[config.mk]
export PLATFORM = sky130hd
export DESIGN_NAME = ecc_status_mem
export DESIGN_NICKNAME = d
export VERILOG_FILES = /design/src/rtl/ecc_status_pkg.sv /design/src/rtl/ecc_enc.sv /design/src/rtl/ecc_store.sv /design/src/rtl/ecc_dec.sv /design/src/rtl/ecc_stat.sv /design/src/rtl/ecc_status_mem.sv
export SDC_FILE = /design/constraint.sdc
export NUM_CORES = 1
export LEC_CHECK = 0
export BUFFER_PORTS_ARGS = -buffer_cell sky130_fd_sc_hd__clkbuf_2
export CORE_ASPECT_RATIO = 2
export CORE_MARGIN = 2
export CORE_UTILIZATION = 45
export DETAILED_ROUTE_END_ITERATION = 12
export PLACE_DENSITY = 0.68
export SYNTH_ARGS = -nofsm -noshare
export SYNTH_HDL_FRONTEND = slang
export SYNTH_SLANG_ARGS = --single-unit
export TNS_END_PERCENT = 50
[constraint.sdc]
create_clock -name clk -period 4.35 [get_ports clk]
set_clock_uncertainty 0.1 [all_clocks]
set_input_delay 0.87 -clock clk [delete_from_list [all_inputs] [get_ports clk]]
set_output_delay 0.87 -clock clk [all_outputs]
set_load 0.01 [all_outputs]
[src/rtl/ecc_status_pkg.sv]
`timescale 1ns/1ps
package ecc_status_pkg;

    localparam int DATA_W = 8;
    localparam int CW_W   = 12;
    localparam int SYN_W  = 4;

    typedef logic [DATA_W-1:0] byte_t;
    typedef logic [CW_W-1:0]   cw_t;
    typedef logic [SYN_W-1:0]  syn_t;

    // outcome of decoding one stored codeword
    typedef enum logic [1:0] {
        SYN_CLEAN  = 2'd0,
        SYN_DATA   = 2'd1,
        SYN_CHECK  = 2'd2,
        SYN_BEYOND = 2'd3
    } syn_kind_e;

    typedef struct packed {
        byte_t     data;
        syn_kind_e kind;
    } dec_res_t;

    // positions that are powers of two hold check bits
    function automatic logic is_check_pos(input int p);
        return (p & (p - 1)) == 0;
    endfunction

    // XOR of the 1-based positions of every set bit
    function automatic syn_t syndrome(input cw_t cw);
        syn_t s = '0;
        for (int p = 1; p <= CW_W; p++) begin
            if (cw[p-1]) s ^= syn_t'(p);
        end
        return s;
    endfunction

    function automatic cw_t place_data(input byte_t d);
        cw_t cw = '0;
        int  k  = 0;
        for (int p = 1; p <= CW_W; p++) begin
            if (!is_check_pos(p)) begin
                cw[p-1] = d[k];
                k++;
            end
        end
        return cw;
    endfunction

    function automatic byte_t pick_data(input cw_t cw);
        byte_t d = '0;
        int    k = 0;
        for (int p = 1; p <= CW_W; p++) begin
            if (!is_check_pos(p)) begin
                d[k] = cw[p-1];
                k++;
            end
        end
        return d;
    endfunction

    // check bits chosen so that the whole word has a zero syndrome
    function automatic cw_t encode(input byte_t d);
        cw_t  cw = place_data(d);
        syn_t s  = syndrome(cw);
        for (int b = 0; b < SYN_W; b++) begin
            cw[(1 << b) - 1] = s[b];
        end
        return cw;
    endfunction

endpackage

[src/rtl/ecc_enc.sv]
`timescale 1ns/1ps
module ecc_enc
    import ecc_status_pkg::*;
(
    input  byte_t data,
    input  cw_t   flip,
    output cw_t   cw
);

    always_comb begin
        cw = encode(data) ^ flip;
    end

endmodule

[src/rtl/ecc_store.sv]
`timescale 1ns/1ps
module ecc_store
    import ecc_status_pkg::*;
#(
    parameter int ADDR_W = 4
) (
    input  logic              clk,
    input  logic              we,
    input  logic [ADDR_W-1:0] waddr,
    input  cw_t               wcw,
    input  logic [ADDR_W-1:0] raddr,
    output cw_t               rcw
);

    localparam int DEPTH = 1 << ADDR_W;

    cw_t mem [DEPTH];

    always_ff @(posedge clk) begin
        if (we) mem[waddr] <= wcw;
    end

    // asynchronous read: a same-edge write is not yet visible
    assign rcw = mem[raddr];

endmodule

[src/rtl/ecc_dec.sv]
`timescale 1ns/1ps
module ecc_dec
    import ecc_status_pkg::*;
(
    input  cw_t      cw,
    output dec_res_t res
);

    syn_t syn;
    cw_t  fixed;

    always_comb begin
        syn   = syndrome(cw);
        fixed = cw;
        if (syn == '0) begin
            res.kind = SYN_CLEAN;
        end else if (syn > syn_t'(CW_W)) begin
            res.kind = SYN_BEYOND;
        end else begin
            fixed    = cw ^ (cw_t'(1) << (syn - syn_t'(1)));
            res.kind = is_check_pos(int'(syn)) ? SYN_CHECK : SYN_DATA;
        end
        res.data = pick_data(fixed);
    end

endmodule

[src/rtl/ecc_stat.sv]
`timescale 1ns/1ps
module ecc_stat
    import ecc_status_pkg::*;
#(
    parameter int BLK_W = 2
) (
    input  logic             clk,
    input  logic             rst,
    input  logic             upd,
    input  syn_kind_e        kind,
    input  logic [BLK_W-1:0] blk,
    input  logic             clr,
    output logic             corr,
    output logic             uncorr,
    output logic [BLK_W-1:0] blk_q
);

    always_ff @(posedge clk) begin
        if (rst) begin
            corr   <= 1'b0;
            uncorr <= 1'b0;
            blk_q  <= '0;
        end else begin
            if (clr) begin
                corr   <= 1'b0;
                uncorr <= 1'b0;
                blk_q  <= '0;
            end
            // a setting event overrides a clear at the same edge
            if (upd && (kind == SYN_DATA || kind == SYN_CHECK)) begin
                corr  <= 1'b1;
                blk_q <= blk;
            end
            if (upd && kind == SYN_BEYOND) begin
                uncorr <= 1'b1;
            end
        end
    end

endmodule

[src/rtl/ecc_status_mem.sv]
`timescale 1ns/1ps
module ecc_status_mem
    import ecc_status_pkg::*;
#(
    parameter int ADDR_W   = 4,
    parameter int BLK_LOG2 = 2
) (
    input  logic                       clk,
    input  logic                       rst,
    input  logic                       wr_en,
    input  logic [ADDR_W-1:0]          wr_addr,
    input  logic [7:0]                 wr_data,
    input  logic [11:0]                wr_flip,
    input  logic                       rd_en,
    input  logic [ADDR_W-1:0]          rd_addr,
    output logic [7:0]                 rd_data,
    output logic                       rd_valid,
    input  logic                       stat_clr,
    output logic                       stat_corr,
    output logic                       stat_uncorr,
    output logic [ADDR_W-BLK_LOG2-1:0] stat_blk
);

    localparam int BLK_W = ADDR_W - BLK_LOG2;

    cw_t      wr_cw;
    cw_t      rd_cw;
    dec_res_t dec;

    ecc_enc u_enc (
        .data (wr_data),
        .flip (wr_flip),
        .cw   (wr_cw)
    );

    ecc_store #(.ADDR_W(ADDR_W)) u_store (
        .clk   (clk),
        .we    (wr_en),
        .waddr (wr_addr),
        .wcw   (wr_cw),
        .raddr (rd_addr),
        .rcw   (rd_cw)
    );

    ecc_dec u_dec (
        .cw  (rd_cw),
        .res (dec)
    );

    ecc_stat #(.BLK_W(BLK_W)) u_stat (
        .clk    (clk),
        .rst    (rst),
        .upd    (rd_en),
        .kind   (dec.kind),
        .blk    (rd_addr[ADDR_W-1:BLK_LOG2]),
        .clr    (stat_clr),
        .corr   (stat_corr),
        .uncorr (stat_uncorr),
        .blk_q  (stat_blk)
    );

    always_ff @(posedge clk) begin
        if (rst) begin
            rd_valid <= 1'b0;
            rd_data  <= '0;
        end else begin
            rd_valid <= rd_en;
            if (rd_en) rd_data <= dec.data;
        end
    end

endmodule

==> flow_results.org, run 1 <==
** Status
- The flow ran to the end, and the final reports show no timing, DRC or antenna violations.

** Synth
- Number of synthesized flops with an enable pin :: about 190
- Post-synthesis cell count :: 424
- Post-synth design cell area :: 8469 um^2
- Yosys printed 0 warnings.
- Share of synthesized registers carrying an async set or reset :: 0%
- Net count after synthesis :: about 460
- Top flip-flop cell by instance count after synthesis :: edfxtp_1
- Synthesized area per cell :: around 20 um^2
- Summing the sequential cell areas from Yosys gives slightly above 70% of the chip area.
- Synthesis inferred roughly 210 register bits.
- Count of different cell masters after synthesis :: approximately 40

** Critical path
- The worst setup path is launched from a primary input.
- Counting cells, the worst reg-to-reg path comes to 9.
- The worst setup path is of the primary input to flop kind.
- Reg-to-Reg End :: u_stat.corr
- The worst register-to-register path begins at u_store.mem[13][10].
- Data on the critical path is required at its endpoint by 4.61 ns.
- Arrival time of data at the critical path endpoint :: approximately 3.9 ns
- Nature of the critical path endpoint :: flop
- Maximum fanout encountered on the critical timing path :: 11
- The worst register-to-register path has a setup slack of roughly 1.1 ns.

** Final layout
- Of the cells placed in the final design, the portion with a size suffix greater than 1 is between 30% and 40%.
- The net count of the finished layout is around 530.
- The sequential cells in the finished layout cover a total of between 6000 and 7000 um^2.
- Footprint of the multi-input gates :: roughly 2300 um^2
- The area growth from synthesis to layout is 14.42%.
- The library cell used most frequently in the layout, excluding fill and tap cells, is edfxtp_1.
- Number of filler instances in the final layout :: around 1500
- The repair_antennas step left the layout with diodes totalling 0.
- Leaving out fill and tap cells, the most frequent cells in the layout are 192 x edfxtp_1, 44 x clkbuf_2, 39 x mux4_2.

** GRT
- Entering global routing, the biggest net connects 33 pins.
- The first global-routing pass estimated between 20000 and 30000 um of wire.
- Across every metal layer, demand over resource in global routing totals 18.80%.
- The initial antenna violation count came to 0.
- Summed over all layers, the global routing overflow is 0.
- The number of global-route vias before repair was between 4000 and 5000.

** CTS
- In this run the number of H-tree levels came out at 1.
- Clock edge transition at the registers on the reported setup and hold paths :: 0.06 ns
- Clock Latency Late Sink :: ~0.48 ns
- Post CTS Setup Buffer Count :: 0
- In this run, post-CTS repair resized a total of 0 instances.
- TritonCTS built the clock tree.
- Buffers inserted during clock tree synthesis total 18.
- CTS hold repair buffers :: 0
- The clock net in this run drives a total of 205 sinks.
- The clock passes through at most 3 buffers.
- In this run the clock root is driven by a clkbuf_16.

** Hold path
- Counting instances, the worst hold path has a depth of 2.
- End point of the most critical hold path :: u_stat.uncorr
- Hold WC Path Type :: flop to flop
- Beginning of the worst hold path :: u_stat.uncorr

** Pwr
- Dividing total power by cell area gives a power density of between 400 and 500 nW/um^2.
- Sequential cells account for 50.3% of the total power.
- The analysis attributes to net switching a power of between 0.001 and 0.0015 W.
- Sw Share :: 23.63%
- The clock network burns a little over a third of the power.
- Maximum resistive drop on vdd :: around 0.00028 V
- Leakage power :: between 3 and 4 nW
- Combinational share of power :: roughly 15%
- The internal power of the cells totals about 0.0035 W.

** Drt
- The routed design uses about 10000 um of met2 wire.
- The routed layout has between 4000 and 5000 vias.
- The detailed router used layers up to and including met4.
- After detailed routing, the number of vias per cell comes to 5.777.
- In the routed design, unresolved DRC markers number 0.
- Iter 0 DRT Violations :: around 270
- After detailed routing, the total wire length is approximately 18000 um.
- Antenna Nets Post-Route :: 0
- Number of optimization iterations in the first detailed-route pass :: 4
- Routed metal-1 wirelength :: around 6500 um
- Dividing the detail-routed wire length by the instance count gives between 20 and 30 um.
- Amount of wire on met3 after detailed routing :: 754 um

** STA
- Slew at the pin closest to its max-slew limit :: about 1.3 ns
- Number of failing setup endpoints in the final timing report :: 0
- For the finished layout, the period the worst path requires is 3.662 ns.
- Setup repair after global routing left no endpoint under its margin.
- Maximum clock frequency :: roughly 270 MHz
- Headroom to the max-slew limit came out at approximately 12%.
- The number of endpoints with negative hold slack in the final report was 0.
- After layout, the worst path uses ~84% of the clock period.
- Across all hold checks on the routed design, the worst slack comes to 0.3753 ns.
- Count of final max-slew check failures :: 0
- For the final routed database, the setup TNS stands at 0 ns.

** Floorplan
- For this configuration, the core starts out at a cell density of a little under half.
- Area of the die :: about 20000 um^2
- The floorplan step defined a core boundary enclosing around 19000 um^2.
- Die extent in y :: approximately 200 um
- I/O pin total :: 46
- After floorplanning, the core was divided into 71 placement rows.
- The floorplan step set the die width to 101.0 um.

** Run
- Across the run, the number of max-cap violations was 0.

** Place
- Placer congestion estimate :: 0.8489
- Once detailed placement completed, the half-perimeter wirelength came to between 10000 and 15000 um.
- Input/output buffers :: 45
==> power groups by stage <==
stage | combinational, W | sequential, W | clock (W)
floorplan | 0.000451 | 0.00235 | 0
global placement | 0.000647 | 0.00234 | 0
detailed placement | 0.000670 | 0.00235 | 0
CTS | 0.000673 | 0.00231 | 0.00163
global route | 0.000726 | 0.00231 | 0.00171
finish | 0.000669 | 0.00231 | 0.00161
==> area by class of cell <==
class	instances	share of cell area (%)
Tap cell	219	2.828
Clock inverter	10	1.188
Sequential cell	205	62.18
Clock buffer	21	4.984
Timing Repair Buffer	69	4.571
Inverter	1	0.03873
Multi-Input combinational cell	201	24.21
==> state kept, by name, indices dropped and copies added (netlist names) <==
register       flops
u_stat.corr        1
u_stat.blk_q       2
rd_data            8
u_store.mem      192
rd_valid           1
u_stat.uncorr      1
==> worst max-delay path, cell delays in order <==
cell and delay (ns):
buf_2 0.15, buf_12 0.16, buf_4 0.25, mux4_2 0.55
a22oi_1 0.25, nand2_2 0.17, xnor2_4 0.25, xnor3_1 0.37
or3_1 0.40, mux2_4 0.29, a21oi_2 0.14, nor2_1 0.05
==> layer usage <==
layer / track usage [%] / vias up
met5: 0 / -
met4: 8.258 / 0
met3: 1.977 / 31
met2: 35.21 / 142
met1: 21.11 / 2149
li1: - / 1872
==> cell usage after synthesis (2+ instances only) <==
library cell / n / area share [%]
mux4_2: 39 / 10
nand2b_1: 2 / 0.15
buf_2: 7 / 0.41
xnor3_1: 5 / 1.3
edfxtp_1: 192 / 68
nor2b_1: 5 / 0.37
xnor2_2: 4 / 0.77
nand2_1: 10 / 0.44
buf_4: 3 / 0.27
buf_12: 2 / 0.47
o21ai_0: 2 / 0.12
nor3_1: 4 / 0.24
nor2_1: 25 / 1.1
nand4_1: 2 / 0.15
clkbuf_1: 2 / 0.089
a21oi_1: 2 / 0.12
xor2_1: 17 / 1.8
nor4_1: 3 / 0.22
a211oi_1: 8 / 0.71
dfxtp_1: 13 / 3.1
a22oi_1: 20 / 1.8
nand2_2: 2 / 0.15
mux4_1: 11 / 3.4
nand3_1: 4 / 0.24
nand3b_1: 3 / 0.27
buf_6: 2 / 0.27
xnor2_1: 21 / 2.2
==> worst max-delay path by stage <==
stage / depth (start not counted) / slack [ns] / start / to
floorplan: 12 / 0.59 / rd_addr[1] / u_stat.corr
CTS: 12 / 0.66 / rd_addr[0] / u_stat.corr
global placement: 12 / 0.22 / rd_addr[0] / u_stat.corr
finish: 12 / 0.69 / rd_addr[0] / u_stat.corr
detailed placement: 12 / 0.16 / rd_addr[0] / u_stat.corr
global route: 12 / 0.43 / rd_addr[0] / rd_data[5]
==> kinds of logic after synthesis <==
logic type                count (synthesis)  share of synthesized area, %
AOI/OAI and AO/OA                        37                         3.162
xor gates and xnor gates                 48                         6.353
buffers and inverters                    18                         1.610
DFF                                     205                         71.15
muxes                                    52                         14.08
and+or+nand+nor                          64                         3.649
==> metrics by stage <==
stage / power (W) / setup slack (ns) / instance area (um^2) / util, % / cells
final: 0.004585 / 0.6880 / 9691 / 51.94 / 726
after global routing: 0.004743 / 0.4276 / 9691 / 51.94 / 726
after CTS: 0.004615 / 0.6635 / 9691 / 51.94 / 726
after detailed placement: 0.003021 / 0.1639 / 9092 / 48.74 / 695
after global placement: 0.002991 / 0.2170 / 9092 / 48.74 / 695
after floorplan: 0.002803 / 0.5945 / 8469 / - / 424
Note: power is estimated with default switching activity, not from simulation.
==> run 2: changes to the inputs <==
PLACE_DENSITY = 0.7   (was 0.68)
clock period = 3.1 ns   (was 4.35 ns; I/O delays follow)
==> flow_results.org, run 2 (synthesis results as in run 1) <==
** Status
- Status :: complete, but fails checks (was completed)
- The checks that failed: setup timing.

** GRT
- GR Overflow Total :: 0 (unchanged)
- The combined global-route utilization of all metal layers came to 19.81% (was 18.80%).
- The global-route wire length before repair is 28620 um (was 26940 um).
- Vias in the first global route :: 4859 (was 4489)
- Maximum number of pins on one net before global-route repair :: 21 (was 33)
- The initial antenna violation count is 0 (unchanged).

** Floorplan
- Die extent in y :: 198.0 um (unchanged)
- Initial core utilization :: 45.40% (unchanged)
- Core Footprint :: 18660 um^2 (unchanged)
- The total die area came to 20000 um^2 (unchanged).
- FP Rows :: 71 (unchanged)
- I/O pin total :: 46 (unchanged)
- Die span in x :: 101.0 um (unchanged)

** Place
- The number of instances in the placed design was 737 (was 695).
- The post-place instance area came to 9459 um^2 (was 9092 um^2).
- The global placer's final weighted congestion is 0.8416 (was 0.8489).
- The worst slack at placement is -0.7272 ns (was 0.1639 ns).
- The count of input and output buffers came to 45 (unchanged).
- Detail Placement HPWL :: 12630 um (was 12490 um)

** Pwr
- The reported leakage power was 3.670 nW (was 3.267 nW).
- Sequential Power Share :: 47.2% (was 50.3%)
- Sw Share :: 24.29% (was 23.63%)
- The relative contribution of the clock network to total power came to 32.5% (was 35.1%).
- The net switching power figure was 0.001663 W (was 0.001083 W).
- Pwr per Cell Area :: 647.4 nW/um^2 (was 473.1 nW/um^2)
- Combinational share of power :: 20.3% (was 14.6%)
- Maximum resistive drop on vdd :: 0.0004068 V (was 0.0002774 V)
- Cell internal power dissipation :: 0.005184 W (was 0.003502 W)

** CTS
- The number of buffers between clock root and the deepest sink is 3 (unchanged).
- The number of buffers created by CTS was 18 (unchanged).
- The TritonCTS clock tree was yes (unchanged).
- The hold-fix buffer count after cts is 0 (unchanged).
- The clock root buffer master is clkbuf_16 (unchanged).
- Clk sinks :: 205 (unchanged)
- Depth of the CTS H-tree :: 1 (unchanged)
- The clock edge transition at the registers on the reported setup and hold paths was 0.07 ns (was 0.06 ns).
- Clock Latency Late Sink :: 0.49 ns (was 0.48 ns)

** Final layout
- Ratio of cells with drive above 1 in the final layout :: 43.83% (was 30.37%)
- Most flops, register :: u_store.mem (unchanged)
- The final non-filler cell total is 794 (was 726).
- Most used cells in the layout excluding fill and tap cells :: 192 x edfxtp_1, 75 x buf_4, 44 x clkbuf_2 (was 192 x edfxtp_1, 44 x clkbuf_2, 39 x mux4_2)
- The number of inserted filler cells in the final layout came to 1358 (was 1469).
- The area growth from synthesis to layout came to 24.88% (was 14.42%).
- Most common cell after layout, fill and taps aside :: edfxtp_1 (unchanged)
- The area of all placed cells without fillers is 10580 um^2 (was 9691 um^2).
- The number of flip-flops under the largest register name was 192 (unchanged).
- N_diodes :: 0 (unchanged)
- Fin nets :: 596 (was 529)
- Largest registers ranked by flip-flop count: u_store.mem (192), rd_data (8), u_stat.blk_q (2) (unchanged).

** Critical path
- Startpoint types :: primary input (unchanged)
- The worst endpoint data arrival time is 3.44 ns (was 3.92 ns).
- The critical path's largest stage delay came to 0.52 ns (was 0.55 ns).
- Family with the most delay on the worst path :: multiplexers (unchanged)
- Cell breakdown of the critical path :: buf_12 -> buf_12 -> mux4_2 -> mux4_2 -> xnor2_2 -> buf_4 -> xnor3_1 -> or3_4 -> mux2_4 -> a21oi_2 -> nor2_1 (was buf_2 -> buf_12 -> buf_4 -> mux4_2 -> a22oi_1 -> nand2_2 -> xnor2_4 -> xnor3_1 -> or3_1 -> mux2_4 -> a21oi_2 -> nor2_1)
- Max stage delay cell, worst path :: mux4_2 (unchanged)
- The path type of the worst setup path was primary input to flop (unchanged).
- The required time of the critical path was 3.37 ns (was 4.61 ns).
- Maximum fanout encountered on the critical timing path :: 6 (was 11)
- Nature of the critical path endpoint :: flop (unchanged)
- The number of buffers and inverters on the critical path is 3 (unchanged).

** STA
- Timing would allow up to ~320 MHz.
- Relative max-transition margin :: 23.24% (was 12.34%)
- Number of failing setup endpoints in the final timing report :: 4 (was 0)
- Tcrit/Tclk final :: 102.3%
- The sum of negative setup slack is -0.2061 ns (was 0 ns).
- Counting I/O delays and the setup requirement, the final critical path takes 3.170 ns.
- Setup ws final :: -0.07031 ns (was 0.6880 ns)
- Final Hold Fails :: 0 (unchanged)
- The actual slew at the worst max-slew pin was 1.147 ns (was 1.306 ns).
- RSZ-0062 raised after global routing: true (was false).
- Count of final max-slew check failures :: 0 (unchanged)

** Drt
- Total vias in the final route :: 4584 (was 4194)
- Residual DRC :: 0 (unchanged)
- Wire per inst :: 24.11 um (was 25.19 um)
- Number of optimization iterations in the first detailed-route pass :: 4 (unchanged)
- The final wirelength came to 19150 um (was 18290 um).
- The first-iteration detailed-routing DRC count was 371 (was 271).
- The ratio of routed vias to standard cells came to 5.773 (was 5.777).
- Antenna Nets Post-Route :: 0 (unchanged)

** Hold path
- The path type of the worst min-delay path is primary input to flop (was flop to flop).

** Run
- Number of maximum-capacitance violations :: 0 (unchanged)
==> run 2: cell count changes in the layout (fill, tap and decap cells not counted), moves of 5 or more <==
cell	before	now
a22oi_1	20	7
a22oi_2	0	13
buf_12	3	10
buf_4	21	75
buf_6	0	5
nand2_1	10	5
==> run 2: layer usage <==
metal | part of all wire (%) | track usage, % | up-vias
met1 | 34 | 21.52 | 2351
li1 | - | - | 2005
met3 | 4.8 | 2.047 | 49
met2 | 57 | 37.41 | 179
met4 | 4.4 | 9.610 | 0
met5 | 0 | 0 | -
==> run 2: area by class of cell <==
type	instances	area (um^2)	area share, %
clock inverters	9	97.59	0.9227
inverters	1	3.754	0.03549
clock buffers	23	490.5	4.637
well taps	219	274.0	2.591
flip-flops and latches	205	6026	56.97
repair buffers	136	1095	10.35
multi-input cells	201	2590	24.49
==> run 2: path summary, 6_finish.rpt <==
check,from,end,slack [ns],cells after the start
worst min-delay path,stat_clr,u_stat.uncorr,0.34,4
worst max register to register,u_store.mem[3][2],u_stat.corr,-0.04,9
worst min register to register,u_stat.uncorr,u_stat.uncorr,0.36,2
worst max-delay path,rd_addr[0],u_stat.corr,-0.07,11
==> run 2: power groups by stage <==
stage / sequential [W] / combinational [W] / clock, W
4_1_cts: 0.00324 / 0.00117 / 0.00225
6_report: 0.00324 / 0.00139 / 0.00223
3_5_place_dp: 0.00330 / 0.00105 / 0
2_1_floorplan: 0.00330 / 0.000639 / 0
3_3_place_gp: 0.00329 / 0.00101 / 0
5_1_grt: 0.00324 / 0.00147 / 0.00236
==> run 2: stage by stage <==
step                hold slack [ns]  total power [W]  util [%]
finish                       0.3444         0.006847     56.69
global route                 0.3630         0.007078     56.69
CTS                          0.3343         0.006664     55.14
detailed placement           0.3456         0.004346     50.70
global placement             0.3411         0.004301     50.70
floorplan                    0.3799         0.003939         -
==> run 2: what timing repair did <==
item                                    CTS  global route
endpoints found under the hold margin     0             0
pin swaps                                20            26
endpoints found under the setup margin   11            11
cloned                                    2             0
buffers inserted                         12            14
gates resized for setup                  30            28
==> run 2: worst min-delay path: cells and delay by family <==
kind,cells,cell delay [ns]
buf+inv,1,0.11
compound gates,1,0.05
simple gates,2,0.11
==> run 3: changes to the inputs <==
ABC_AREA = 1   (was unset)
SLEW_MARGIN = 20   (was unset)
==> flow_results.org, run 3 <==
** Critical path
- The depth of the worst register-to-register path is 16 (was 9).
- The cell type group with the largest total delay on the critical path was simple AND/OR/NAND/NOR gates (was multiplexers).
- Max stage delay cell, worst path :: nor3_2 (was mux4_2)
- The startpoint of the worst-slack reg-to-reg timing path is u_store.mem[6][10] (was u_store.mem[3][2]).
- The start point of the critical path is rd_addr[0] (unchanged).
- The depth of the critical timing path with buffers and inverters included came to 21 (was 11).
- The worst-path maximum fanout is 29 (was 6).
- Arrival time of data at the critical path endpoint :: 2.91 ns (was 3.44 ns)
- In this design, the critical path's most frequently occurring cell is nand2_1.
- Largest stage delay on the critical path :: 0.23 ns (was 0.52 ns)
- The path type of the worst setup path was primary input to flop (unchanged).
- Cell breakdown of the critical path :: buf_2 -> inv_2 -> buf_12 -> buf_12 -> nand2_1 -> nand2_1 -> nand2_1 -> nand3_1 -> nand3_1 -> nand2_2 -> inv_2 -> nand2_1 -> nand2_1 -> nand2_1 -> nand3_1 -> nand2_1 -> nand2_1 -> nor3_2 -> nor2_1 -> nor2_1 -> nor2_1 (was buf_12 -> buf_12 -> mux4_2 -> mux4_2 -> xnor2_2 -> buf_4 -> xnor3_1 -> or3_4 -> mux2_4 -> a21oi_2 -> nor2_1)
- The number of buffers and inverters on the critical path is 5 (was 3).
- Startpoint types :: primary input (unchanged)
- Nature of the critical path endpoint :: flop (unchanged)
- The required time of the critical path came to 3.37 ns (about the same).

** CTS
- The worst-skew pair later-pin latency is 0.48 ns (was 0.49 ns).
- Depth of the CTS H-tree :: 1 (unchanged)
- Post CTS Setup Buffer Count :: 0 (was 12)
- The TritonCTS clock tree was yes (unchanged).
- Root Buffer :: clkbuf_16 (unchanged)
- The clock edge transition at the registers on the reported setup and hold paths came to 0.06 ns (was 0.07 ns).
- Clk sinks :: 205 (unchanged)
- The hold-fix buffer count after cts is 0 (unchanged).
- Count of instances resized after the clock tree is built :: 0 (was 30)
- Inserted Clock Buffers :: 18 (unchanged)
- Clock Path Buffers :: 3 (unchanged)

** GRT
- GR Overflow Total :: 0 (unchanged)
- The global-route wire length before repair came to 33980 um (was 28620 um).
- The initial antenna violation count was 0 (unchanged).
- The pin count of the biggest net entering global routing was 36 (was 21).
- Vias in the first global route :: 6656 (was 4859)
- The combined global-route utilization of all metal layers was 19.97% (was 19.81%).

** Synth
- Number of synthesized flops with an enable pin :: 192 (unchanged)
- Yosys Warn Count :: 0 (unchanged)
- Leading post-synthesis cells by instance count :: 294 x nand2_1, 192 x edfxtp_1, 133 x nand3_1, 101 x inv_1, 76 x nor2_1 (was 192 x edfxtp_1, 39 x mux4_2, 25 x nor2_1, 21 x xnor2_1, 20 x a22oi_1)
- The net count after synthesis is 995 (was 457).
- The post-synthesis sequential element count is 205 (unchanged).
- Proportion of netlist area held by the largest area contributor :: 61.39% (was 68.08%)
- Post-synthesis cell count :: 962 (was 424)
- Largest area contributor in the synthesized netlist :: edfxtp_1 (unchanged)
- The async set-reset flop share out of synthesis came to 0% (unchanged).
- Most common cell in the netlist :: nand2_1 (was edfxtp_1)
- Cell types with the largest area share after synthesis: edfxtp_1 61%, nand2_1 12%, nand3_1 7.1% (was edfxtp_1 68%, mux4_2 10%, mux4_1 3.4%).
- The share of synthesized area occupied by flip-flops and latches was 64.16% (was 71.15%).
- Synthesized area per cell :: 9.762 um^2 (was 19.97 um^2)
- The post-synthesis instance area is 9392 um^2 (was 8469 um^2).
- The commonest register cell after synthesis was edfxtp_1 (unchanged).
- The count of unique library cells instantiated by Yosys is 26 (was 41).

** STA
- Final total negative setup slack :: 0 ns (was -0.2061 ns)
- RSZ-0062 raised after global routing: false (was true).
- Maximum clock frequency :: 378.3 MHz (was 315.4 MHz)
- The final critical-path required period was 2.644 ns (was 3.170 ns).
- The hold slack is 0.3459 ns (was 0.3444 ns).
- The max-slew violation count is 0 (unchanged).
- Slew at the pin closest to its max-slew limit :: 1.069 ns (was 1.147 ns)
- Final Hold Fails :: 0 (unchanged)
- The number of failing setup endpoints in the final timing report came to 0 (was 4).
- The ratio of final minimum period to clock period is 85.28% (was 102.3%).
- Relative max-transition margin :: 28.48% (was 23.24%)

** Place
- Input/output buffers :: 45 (unchanged)
- The global placer's final weighted congestion came to 0.8808 (was 0.8416).
- Cell total after placement :: 1285 (was 737)
- Cell area after placement :: 10280 um^2 (was 9459 um^2)
- The placed wire-length estimate after detailed placement was 14960 um (was 12630 um).

** Drt
- Total wire length :: 21650 um (was 19150 um)
- Via/cell ratio :: 5.138 (was 5.773)
- Amount of wire on met3 after detailed routing :: 1145 um (was 912 um)
- The highest metal layer with signal wires is met4 (unchanged).
- Antenna Nets Post-Route :: 0 (unchanged)
- The total vias in the final route is 6767 (was 4584).
- The detailed-routed wire length on met2 is 12180 um (was 10970 um).
- The first-iteration detailed-routing DRC count is 525 (was 371).
- The detailed-route wire length on metal 1 is 7266 um (was 6416 um).
- Residual DRC :: 0 (unchanged)
- Number of optimization iterations in the first detailed-route pass :: 5 (was 4)
- Wire per inst :: 16.44 um (was 24.11 um)

** Final layout
- Most common cell after layout, fill and taps aside :: nand2_1 (was edfxtp_1)
- Post-route non-filler standard cell count :: 1317 (was 794)
- The number of flip-flops under the largest register name is 192 (unchanged).
- The number of diodes added for antenna fixing came to 0 (unchanged).
- Most flops, register :: u_store.mem (unchanged)
- The area growth from synthesis to layout was 15.85% (was 24.88%).
- The net total in the final layout is 1072 (was 596).
- Largest registers ranked by flip-flop count: u_store.mem (192), rd_data (8), u_stat.blk_q (2) (unchanged).
- Ratio of cells with drive above 1 in the final layout :: 15.03% (was 43.83%)
- Most used cells in the layout excluding fill and tap cells: 294 x nand2_1, 192 x edfxtp_1, 133 x nand3_1 (was 192 x edfxtp_1, 75 x buf_4, 44 x clkbuf_2).
- Post-route cell area :: 10880 um^2 (was 10580 um^2)

** Run
- Number of maximum-capacitance violations :: 0 (unchanged)

** Floorplan
- The core area was 20460 um^2 (was 18660 um^2).
- FP Rows :: 74 (was 71)
- Initial core utilization :: 45.90% (was 45.40%)
- Die extent in y :: 208.3 um (was 198.0 um)
- The number of ports placed on the die boundary was 46 (unchanged).
- The total die area was 22110 um^2 (was 20000 um^2).
- The die width is 106.2 um (was 101.0 um).

** Pwr
- Leakage power :: 4.614 nW (was 3.670 nW)
- Pwr per Cell Area :: 581.9 nW/um^2 (was 647.4 nW/um^2)
- The worst ir drop on vdd was 0.0004229 V (was 0.0004068 V).

** Hold path
- The path type of the worst min-delay path is primary input to flop (unchanged).
- The number of instances on the worst hold path is 2 (was 4).
- The beginning of the worst hold path was rst (was stat_clr).

** Status
- Status :: completed (was complete, but fails checks)
[run 3: cell count changes after synthesis, moves of 9 or more]
cell	previous run	this run
mux4_2	39	0
o21ai_0	2	23
a22oi_1	20	0
buf_2	7	21
nand3_1	4	133
inv_1	1	101
o21ai_1	1	10
nor2_1	25	76
nand2_1	10	294
inv_2	0	12
mux4_1	11	0
[run 3: layer usage]
metal	global-route usage, %	vias to the layer above
li1	-	3314
met5	0	-
met2	39.50	257
met1	19.77	3118
met4	9.936	0
met3	2.224	78
[run 3: area by class of cell]
cell class | count | area (um^2)
Clock inverter | 11 | 117.6
Multi-Input combinational cell | 602 | 2745
Clock buffer | 21 | 483.0
Fill cell | 1761 | 9582
Timing Repair Buffer | 98 | 748.2
Inverter | 114 | 427.9
Tap cell | 266 | 332.8
Sequential cell | 205 | 6026
[run 3: per-stage QoR]
stage,setup WS [ns],power [W],utilization (%)
finish,0.4564,0.006331,53.17
global route,0.2361,0.006574,53.17
CTS,0.5016,0.006366,53.17
detailed placement,0.004116,0.004138,50.24
global placement,0.02245,0.004122,50.20
floorplan,0.5810,0.003820,-
[run 3: report_power, final]
part	switching (W)	total, W	internal, W
sequential	0.0000221	0.00322	0.00319
clock	0.000951	0.00225	0.00130
combinational	0.000582	0.000863	0.000281
total	0.00156	0.00633	0.00478
[run 3: cells by family (layout without fill, tap and decap cells)]
group                     count (synthesis)  in the layout  share of synthesized area [%]
DFF                                     205            205                          64.16
AOI/OAI and AO/OA                        50             50                          2.904
buffers and inverters                   155            244                          7.114
and+or+nand+nor                         527            527                          23.49
xor gates and xnor gates                 25             25                          2.331
[run 3: path summary, 6_finish.rpt]
kind / end / slack, ns
min: rd_data[7] / 0.35
max: rd_data[3] / 0.46
max reg2reg: u_stat.blk_q[0] / 0.78
min reg2reg: u_stat.corr / 0.37
